--- config.mk ---
export PLATFORM = sky130hd
export DESIGN_NAME = gpio_mode_port
export DESIGN_NICKNAME = d
export VERILOG_FILES = /design/src/rtl/gpio_port_pkg.sv /design/src/rtl/gpio_port_regs.sv /design/src/rtl/gpio_pin_mux.sv /design/src/rtl/gpio_mode_port.sv
export SDC_FILE = /design/constraint.sdc
export NUM_CORES = 1
export LEC_CHECK = 0
export ABC_AREA = 0
export BUFFER_PORTS_ARGS = -buffer_cell sky130_fd_sc_hd__buf_2
export CORE_MARGIN = 4
export CORE_UTILIZATION = 48
export CTS_BUF_LIST = sky130_fd_sc_hd__clkbuf_8
export DETAILED_ROUTE_END_ITERATION = 16
export PLACE_DENSITY = 0.92
export SLEW_MARGIN = 20
export SYNTH_ARGS = -nofsm -noshare
export SYNTH_HDL_FRONTEND = slang
export SYNTH_HIERARCHICAL = 1
export SYNTH_SLANG_ARGS = --single-unit
--- constraint.sdc ---
create_clock -name clk -period 1.2 [get_ports clk]
set_input_delay 0.24 -clock clk [delete_from_list [all_inputs] [get_ports clk]]
set_output_delay 0.24 -clock clk [all_outputs]
set_load 0.05 [all_outputs]
--- src/rtl/gpio_port_pkg.sv ---
// Package: shared constants and mode encoding for the mode-aware GPIO port.
// Assumes the operating mode is encoded on two bits, with the value order
// fixed by the boot logic that drives mode_i.
package gpio_port_pkg;

    typedef enum logic [1:0] {
        OPM_4 = 2'd0,   // expanded, boot direction of strobe pin = output
        OPM_5 = 2'd1,   // expanded, boot direction of strobe pin = output
        OPM_6 = 2'd2,   // expanded, strobe pin boots as input
        OPM_7 = 2'd3    // single-chip, all pins plain I/O
    } opmode_e;

    localparam logic ADDR_DIR = 1'b0;
    localparam logic ADDR_DAT = 1'b1;

endpackage

--- src/rtl/gpio_port_regs.sv ---
// Module: direction and data registers with the bus read path.
// Assumes writes are single-cycle strobes sampled on the rising edge, and
// that the boot direction value is already resolved from the mode.
module gpio_port_regs
    import gpio_port_pkg::*;
#(
    parameter int          NUM_PINS     = 5,
    parameter int          BUS_W        = 8,
    parameter logic [7:0]  DIR_READ_PAT = 8'hFF
) (
    input  logic                clk,
    input  logic                rst_n,
    input  logic                hw_stby_i,
    input  logic                man_rst_i,
    input  logic                sw_stby_i,
    input  logic [NUM_PINS-1:0] boot_dir_i,
    input  logic                wr_i,
    input  logic                addr_i,
    input  logic [BUS_W-1:0]    wdata_i,
    input  logic [NUM_PINS-1:0] pad_in_i,
    output logic [NUM_PINS-1:0] dir_q,
    output logic [NUM_PINS-1:0] dat_q,
    output logic [BUS_W-1:0]    rdata_o
);

    localparam int RSV_W = BUS_W - NUM_PINS;

    logic                wr_ok;
    logic [NUM_PINS-1:0] rd_mix;
    logic                unused_rsv;

    // Writes are accepted only when neither manual reset nor software standby is active.
    assign wr_ok      = wr_i && !man_rst_i && !sw_stby_i;
    assign unused_rsv = ^wdata_i[BUS_W-1:NUM_PINS];

    // Register update: power-on reset or hardware standby reinitialise; otherwise accept writes.
    always_ff @(posedge clk) begin
        if (!rst_n || hw_stby_i) begin
            dir_q <= boot_dir_i;
            dat_q <= '0;
        end else if (wr_ok) begin
            if (addr_i == ADDR_DIR) begin
                dir_q <= wdata_i[NUM_PINS-1:0];
            end else begin
                dat_q <= wdata_i[NUM_PINS-1:0];
            end
        end
    end

    // Read path: output pins show latched data, input pins show the pad level.
    always_comb begin
        rd_mix = (dat_q & dir_q) | (pad_in_i & ~dir_q);
        if (addr_i == ADDR_DIR) begin
            rdata_o = DIR_READ_PAT[BUS_W-1:0];
        end else begin
            rdata_o = {{RSV_W{1'b0}}, rd_mix};
        end
    end

endmodule

--- src/rtl/gpio_pin_mux.sv ---
// Module: per-pin function selection, standby hold register and enable gating.
// Assumes chip-select pins occupy the low NUM_CS indices and the column
// strobe uses index STROBE_PIN; any other pin is plain I/O.
module gpio_pin_mux
    import gpio_port_pkg::*;
#(
    parameter int NUM_PINS   = 5,
    parameter int NUM_CS     = 4,
    parameter int STROBE_PIN = 4
) (
    input  logic                clk,
    input  logic                rst_n,
    input  logic [1:0]          mode_i,
    input  logic                dram_en_i,
    input  logic                hw_stby_i,
    input  logic                sw_stby_i,
    input  logic                keep_out_i,
    input  logic [NUM_PINS-1:0] dir_q,
    input  logic [NUM_PINS-1:0] dat_q,
    input  logic [NUM_CS-1:0]   cs_n_i,
    input  logic                cas_n_i,
    output logic [NUM_PINS-1:0] pad_out_o,
    output logic [NUM_PINS-1:0] pad_oe_o
);

    logic                expanded;
    logic [NUM_PINS-1:0] bus_sel;
    logic [NUM_PINS-1:0] bus_val;
    logic [NUM_PINS-1:0] live_out;
    logic [NUM_PINS-1:0] live_oe;
    logic [NUM_PINS-1:0] hold_q;
    logic [NUM_PINS-1:0] hold_sel;

    assign expanded = (mode_i != OPM_7);

    // Per-pin variant: chip-select, column strobe or plain I/O.
    for (genvar i = 0; i < NUM_PINS; i++) begin : g_pin
        if (i < NUM_CS) begin : g_cs
            assign bus_sel[i] = expanded && dir_q[i];
            assign bus_val[i] = cs_n_i[i];
        end else if (i == STROBE_PIN) begin : g_cas
            assign bus_sel[i] = expanded && dram_en_i;
            assign bus_val[i] = cas_n_i;
        end else begin : g_plain
            assign bus_sel[i] = 1'b0;
            assign bus_val[i] = 1'b1;
        end
    end

    // Normal-operation pin value and enable.
    assign live_out = (bus_sel & bus_val) | (~bus_sel & dat_q);
    assign live_oe  = bus_sel | dir_q;

    // Hold register: tracks the live pin value until software standby freezes it.
    always_ff @(posedge clk) begin
        if (!rst_n) begin
            hold_q <= '1;
        end else if (!sw_stby_i) begin
            hold_q <= live_out;
        end
    end

    // Standby substitution of bus-control pins.
    assign hold_sel  = {NUM_PINS{sw_stby_i}} & bus_sel;
    assign pad_out_o = (hold_sel & hold_q) | (~hold_sel & live_out);

    // Enable gating: hardware standby releases all, software standby may release bus pins.
    always_comb begin
        if (hw_stby_i) begin
            pad_oe_o = '0;
        end else if (sw_stby_i && !keep_out_i) begin
            pad_oe_o = live_oe & ~bus_sel;
        end else begin
            pad_oe_o = live_oe;
        end
    end

endmodule

--- src/rtl/gpio_mode_port.sv ---
// Module: top of the mode-aware GPIO port.
// Assumes mode_i and dram_en_i are quasi-static configuration and that the
// bus controller supplies active-low strobes on cs_n_i and cas_n_i.
module gpio_mode_port
    import gpio_port_pkg::*;
#(
    parameter int          NUM_PINS     = 5,
    parameter int          NUM_CS       = 4,
    parameter int          BUS_W        = 8,
    parameter logic [7:0]  DIR_READ_PAT = 8'hFF
) (
    input  logic                clk,
    input  logic                rst_n,
    input  logic                hw_stby_i,
    input  logic                man_rst_i,
    input  logic                sw_stby_i,
    input  logic                keep_out_i,
    input  logic [1:0]          mode_i,
    input  logic                dram_en_i,
    input  logic                wr_i,
    input  logic                addr_i,
    input  logic [BUS_W-1:0]    wdata_i,
    output logic [BUS_W-1:0]    rdata_o,
    input  logic [NUM_CS-1:0]   cs_n_i,
    input  logic                cas_n_i,
    input  logic [NUM_PINS-1:0] pad_in_i,
    output logic [NUM_PINS-1:0] pad_out_o,
    output logic [NUM_PINS-1:0] pad_oe_o
);

    localparam int STROBE_PIN = NUM_CS;

    logic [NUM_PINS-1:0] boot_dir;
    logic [NUM_PINS-1:0] dir_q;
    logic [NUM_PINS-1:0] dat_q;

    // Boot direction: only the strobe pin depends on the mode.
    always_comb begin
        boot_dir             = '0;
        boot_dir[STROBE_PIN] = (mode_i == OPM_4) || (mode_i == OPM_5);
    end

    gpio_port_regs #(
        .NUM_PINS     (NUM_PINS),
        .BUS_W        (BUS_W),
        .DIR_READ_PAT (DIR_READ_PAT)
    ) u_regs (
        .clk        (clk),
        .rst_n      (rst_n),
        .hw_stby_i  (hw_stby_i),
        .man_rst_i  (man_rst_i),
        .sw_stby_i  (sw_stby_i),
        .boot_dir_i (boot_dir),
        .wr_i       (wr_i),
        .addr_i     (addr_i),
        .wdata_i    (wdata_i),
        .pad_in_i   (pad_in_i),
        .dir_q      (dir_q),
        .dat_q      (dat_q),
        .rdata_o    (rdata_o)
    );

    gpio_pin_mux #(
        .NUM_PINS   (NUM_PINS),
        .NUM_CS     (NUM_CS),
        .STROBE_PIN (STROBE_PIN)
    ) u_mux (
        .clk        (clk),
        .rst_n      (rst_n),
        .mode_i     (mode_i),
        .dram_en_i  (dram_en_i),
        .hw_stby_i  (hw_stby_i),
        .sw_stby_i  (sw_stby_i),
        .keep_out_i (keep_out_i),
        .dir_q      (dir_q),
        .dat_q      (dat_q),
        .cs_n_i     (cs_n_i),
        .cas_n_i    (cas_n_i),
        .pad_out_o  (pad_out_o),
        .pad_oe_o   (pad_oe_o)
    );

endmodule

; ---- Word level (Yosys, flattened, before mapping)
; Cells that the tools add are included.
[word_totals]
in_bits = 29
reg_bits = 15
n_memories = 0
mem_bits_ro = 0
output_inout_bits = 18
mem_bits_rw = 0
latch_bits = 0
[op_classes]
muxes = 6
shifts = 0
div_mod_pow = 0
n_eq_ne = 3
addsub = 0
n_mul = 0
order_cmp = 0
n_bitwise = 16
reduce_logical = 19
[op_table]
columns = op, n
row1 = 5-bit AND, 8
row2 = 5-bit two-way mux, 5
row3 = 5-bit OR, 4
row4 = 5-bit inverter, 3
row5 = 1-bit logical AND, 8
row6 = 8-bit two-way mux, 1
row7 = 2-bit AND reduction, 3
row8 = 1-bit logical NOT, 4
row9 = 2-bit by 1-bit equality test with 1-bit output (second input constant), 1
row10 = 2-bit logical NOT, 1
row11 = 1-bit logical OR, 2
row12 = 2-bit by 1-bit != test with 1-bit output (second input constant), 1
row13 = 2-bit != test (second input constant), 1
row14 = 2-bit nonzero test, 1
row15 = 1-bit inverter, 1

; ---- Longest topological paths before layout
[depth]
ltp_word = 7
depth_mapped = 4

; ---- Hierarchy
; The synthesis kept the hierarchy.
[modules_own_cells]
columns = mod, seq_area_each_um2, instances, cells_per_inst, area_per_inst_um2
row1 = gpio_port_regs, 250.2, 1, 51, 594.3
row2 = gpio_pin_mux, 100.1, 1, 53, 467.9
row3 = gpio_mode_port, 0.0, 1, 2, 7.5

; ---- Worst setup path before layout
; Ideal clock, no wire load.
[synth_timing]
kind = input to output
startpoint = input mode_i[0]
endpoint = output pad_oe_o[4]
cell_stages = 3
t_required_ns = 0.960
setup_slack_ns = -0.839
arrival_time_ns = 1.799
cell_sequence = nand2_1 -> buf_2 -> a311oi_1
[synth_via]
elab_chain_cells = 6
[synth_rtl]
columns = item, line_no
row1 = "start, declared", gpio_mode_port.sv:18  ; input logic [1:0] mode_i,
row2 = 2-bit != test (*), gpio_pin_mux.sv:34  ; assign expanded = (mode_i != OPM_7);
row3 = 1-bit logical AND (*), gpio_pin_mux.sv:42  ; assign bus_sel[i] = expanded && dram_en_i;
row4 = 5-bit OR / 5-bit inverter (equally long branches), "gpio_pin_mux.sv:52, gpio_pin_mux.sv:72"
row5 = 5-bit AND, gpio_pin_mux.sv:72  ; pad_oe_o = live_oe & ~bus_sel;
row6 = 5-bit two-way mux (*), gpio_pin_mux.sv:71  ; end else if (sw_stby_i && !keep_out_i) begin
row7 = 5-bit two-way mux (*), gpio_pin_mux.sv:69  ; if (hw_stby_i) begin
row8 = "end, declared", gpio_mode_port.sv:28  ; output logic [NUM_PINS-1:0] pad_oe_o
; Every way passes the cells marked *; elsewhere a longest branch is shown, timed or not.

; ---- Worst setup path after layout
[layout_timing]
startpoint = register u_regs.dir_q[3]
endpoint = output rdata_o[3]
[layout_via]
elab_chain_cells = 4
[layout_rtl]
columns = item, line_no
row1 = "start, declared", gpio_port_regs.sv:21  ; output logic [NUM_PINS-1:0] dir_q,
row2 = "start signal, assigned", gpio_port_regs.sv:39  ; dir_q <= boot_dir_i;
row3 = "start signal, assigned", gpio_port_regs.sv:43  ; dir_q <= wdata_i[NUM_PINS-1:0];
row4 = 5-bit inverter, gpio_port_regs.sv:52  ; rd_mix = (dat_q & dir_q) | (pad_in_i & ~dir_q);
row5 = 5-bit AND, gpio_port_regs.sv:52
row6 = 5-bit OR (*), gpio_port_regs.sv:52
row7 = 8-bit two-way mux (*), gpio_port_regs.sv:53  ; if (addr_i == ADDR_DIR) begin
row8 = "end, declared", gpio_mode_port.sv:23  ; output logic [BUS_W-1:0] rdata_o,
; Marks and branches as above.

==> summary.md <==
| Metric | Value |
|---|---|
| Slew Viols, Final | `0` |
| Multi-input logic area | `787 um2` |
| Post-synthesis cell type count | `28` |
| Clk buf depth | `2` |
| Dpl cell area | `~0.0015 mm2` |
| Num CTS Buffers | `3` |
| CORE AREA | `between 0.002 and 0.0025 mm2` |
| Final worst-path cycle share | `1.38` |
| Cell mode on critical path | `buf_6` |
| Kind of end point of the critical path | `primary output` |
| Status | `finished with violations` |
| Worst path top cell family by delay | `flip-flops` |
| CP max-delay cell | `edfxtp_1` |
| Crit-path cells | `buf_6 -> mux2i_1 -> nand2_1 -> buf_6` |
| Endpoints failing hold | `0` |
| Clk sink count | `15` |
| DP HPWL | `roughly 2.5 mm` |
| GRT Overall Usage | `0.268` |
| Worst setup path category | `flop to primary output` |
| Most frequent cells in the layout | `buf_2 (26), buf_4 (25), buf_6 (18), nand3b_1 (10)` |
| Initial core utilization | `0.524` |
| Worst-path fanout max | `6` |
| Hold Buf Count CTS | `0` |
| Critical Path End | `rdata_o[3]` |
| Crit Reg-Reg Endpoint | `u_mux/hold_q[3]` |
| # rows | `16` |
| Ratio of cells with drive above 1 in the final layout | `0.600` |
| Hold Crit Start | `wdata_i[3]` |
| Register area share after synthesis | `0.327` |
| Crit path required time | `0.96 ns` |
| M1 GR Usage | `0.332` |
| Fin Hold WS | `around 0.28 ns` |
| Final-report setup violation count | `15` |
| Worst-skew pair later-pin latency | `about 0.26 ns` |
| TritonRoute pass-1 iters | `4` |
| PortBufs | `43` |
| Met2 Use GR | `0.446` |
| Yosys reg bits | `15` |
| Slowest stage delay, CP | `0.50 ns` |
| Final Util | `0.920` |
| Post-layout min period | `approximately 1.7 ns` |
| Average cell area after synthesis | `10.1 um2` |
| Worst path bufs/invs | `2` |
| CTS tree | `done` |
| Yosys warns | `6` |
| Die area | `approximately 0.0030 mm2` |
| Failing checks | `setup timing` |
| Antenna viol nets, final | `0` |
| GRT overflow | `0` |
| GPL Wtd Cong | `roughly 0.83` |
| Vias in the first global route | `1,219` |
| Clock skew | `about 0.0066 ns` |
| I/O pin total | `47` |
| Register area | `~350 um2` |
| Clock transition at path regs | `approximately 0.070 ns` |
| Levels on crit path | `4` |
| Final cell count without fillers | `207` |
| Final #Nets | `210` |
| Pre-CTS setup slack | `-0.281 ns` |
| Synth Instances | `~110` |
| Hold Path Class | `input pin to flop` |
| Tot Pwr | `about 1.9 mW` |
| Initial antenna violation count | `0` |
| Largest net degree at the start of global routing | `19` |
| Synthesized area | `0.00107 mm2` |
| Highest clock rate | `~610 MHz` |
| Remaining DRCs | `0` |
| P&R area growth vs syn | `75.6%` |
| Worst R2R Start | `u_regs/dir_q[3]` |
| Vias post-DR | `~1,300` |
| Placed Cells | `between 150 and 200` |
| Clock Tree Root | `clkbuf_8` |
| Detailed-route wire length per cell | `between 20 and 25 um` |
| Vias per std cell | `6.15` |
| Global routing's busiest layer | `met2` |
| Final worst setup slack | `-0.451 ns` |
| RSZ-0062 raised after global routing | `true` |
| WL final | `5.00 mm` |
| Number of DRC markers in iteration 0 | `71` |
| Leak pwr | `about 0.87 nW` |
| Reg2Reg Setup Slack | `~0.070 ns` |
| H-tree depth | `1` |
| Peak VDD IR | `between 0.8 and 0.9 mV` |
| Worst r2r path cells | `3` |
| Die Y | `roughly 55 um` |
| First-pass GRT wire length | `around 6.4 mm` |
| FILL cells | `74` |
| Most common cell after layout, fill and taps aside | `buf_2` |
| Finished Cell Area | `approximately 0.0019 mm2` |
| Worst Path Arrival | `roughly 1.4 ns` |
| Die Wd | `approximately 55 um` |
| Met3 Resource Use GR | `0.0443` |
| Antenna diode count | `0` |
| Maxcap violations | `0` |
| Setup TNS | `-4.67 ns` |
| Startpoint types | `flop` |
| PwrDens | `1010 mW/mm2` |
| Crit path launch | `u_regs/dir_q[3]` |
[cell type report]
| cell class | count | area share |
|---|---|---|
| multi-input combinational | 83 | 0.419 |
| timing repair buffer | 76 | 0.345 |
| sequential | 15 | 0.187 |
| clock buffer | 3 | 0.0220 |
| tap | 27 | 0.0180 |
| inverter | 2 | 0.00600 |
| clock inverter | 1 | 0.00266 |
[worst reg2reg max path, cell delays in order (launching register included)]
cell and delay, ns:
edfxtp_1 0.50, buf_4 0.17, nand3_1 0.08, a31oi_1 0.28
[state kept, by name, summed over array words and instances, names as in the netlist]
signal	flops
u_mux/hold_q	5
u_regs/dat_q	5
u_regs/dir_q	5
[logic make-up after synthesis]
| group | synth area share |
|---|---|
| AOI/OAI and AO/OA | 0.233 |
| muxes | 0.103 |
| and+or+nand+nor | 0.260 |
| other | 0.00351 |
| DFF | 0.327 |
| buffers and inverters | 0.0737 |
[what timing repair did]
item                                    in CTS  in global routing
endpoints found under the setup margin      15                 20
pin swaps                                    8                  6
setup buffers                                5                  4
gates cloned                                 1                  0
resized for setup                           46                 16
endpoints found under the hold margin        0                  0
[layer usage]
metal | vias to the layer above | part of all wire | wire length, um
met5 | - | 0 | 0
met3 | 22 | 0.079 | 397
met1 | 617 | 0.38 | 1880
li1 | 544 | - | -
met4 | 0 | 0.051 | 256
met2 | 91 | 0.49 | 2470
[cell usage after synthesis]
| cell type | number | share of area |
|---|---|---|
| a21bo_2 | 6 | 0.056 |
| nand2b_1 | 1 | 0.0059 |
| o211ai_1 | 4 | 0.028 |
| and2_1 | 4 | 0.023 |
| conb_1 | 1 | 0.0035 |
| a311oi_1 | 1 | 0.0082 |
| nor2b_1 | 1 | 0.0059 |
| nand4bb_4 | 1 | 0.026 |
| edfxtp_1 | 5 | 0.14 |
| a21oi_2 | 1 | 0.0082 |
| dfxtp_1 | 10 | 0.19 |
| nand3b_1 | 10 | 0.070 |
| and2b_1 | 1 | 0.0070 |
| nor4b_1 | 1 | 0.0082 |
| o21ai_1 | 1 | 0.0047 |
| buf_2 | 3 | 0.014 |
| a31oi_1 | 5 | 0.029 |
| or2_1 | 1 | 0.0059 |
| inv_1 | 2 | 0.0070 |
| nand3_1 | 9 | 0.042 |
| buf_4 | 3 | 0.021 |
| a21oi_1 | 1 | 0.0047 |
| mux2i_1 | 11 | 0.10 |
| a21bo_1 | 4 | 0.037 |
| buf_6 | 3 | 0.032 |
| and3b_1 | 5 | 0.041 |
| nand2_1 | 7 | 0.025 |
| a2bb2oi_2 | 4 | 0.056 |
[report_power, final]
part | internal [mW] | switching, mW | leakage, nW | total [mW]
combinational | 0.396 | 0.443 | 0.708 | 0.838
clock | 0.231 | 0.203 | 0.0255 | 0.434
sequential | 0.567 | 0.0542 | 0.133 | 0.621
[worst min-delay path by stage]
stage	to	slack (ns)	depth (start not counted)
after floorplan	u_mux/hold_q[3]	0.40	2
after global placement	u_regs/dat_q[4]	0.51	2
after detailed placement	u_regs/dat_q[4]	0.52	2
after CTS	u_mux/hold_q[3]	0.27	3
after global routing	u_regs/dat_q[1]	0.30	3
final	u_regs/dat_q[3]	0.28	3
(Power assumes the default switching activity.)
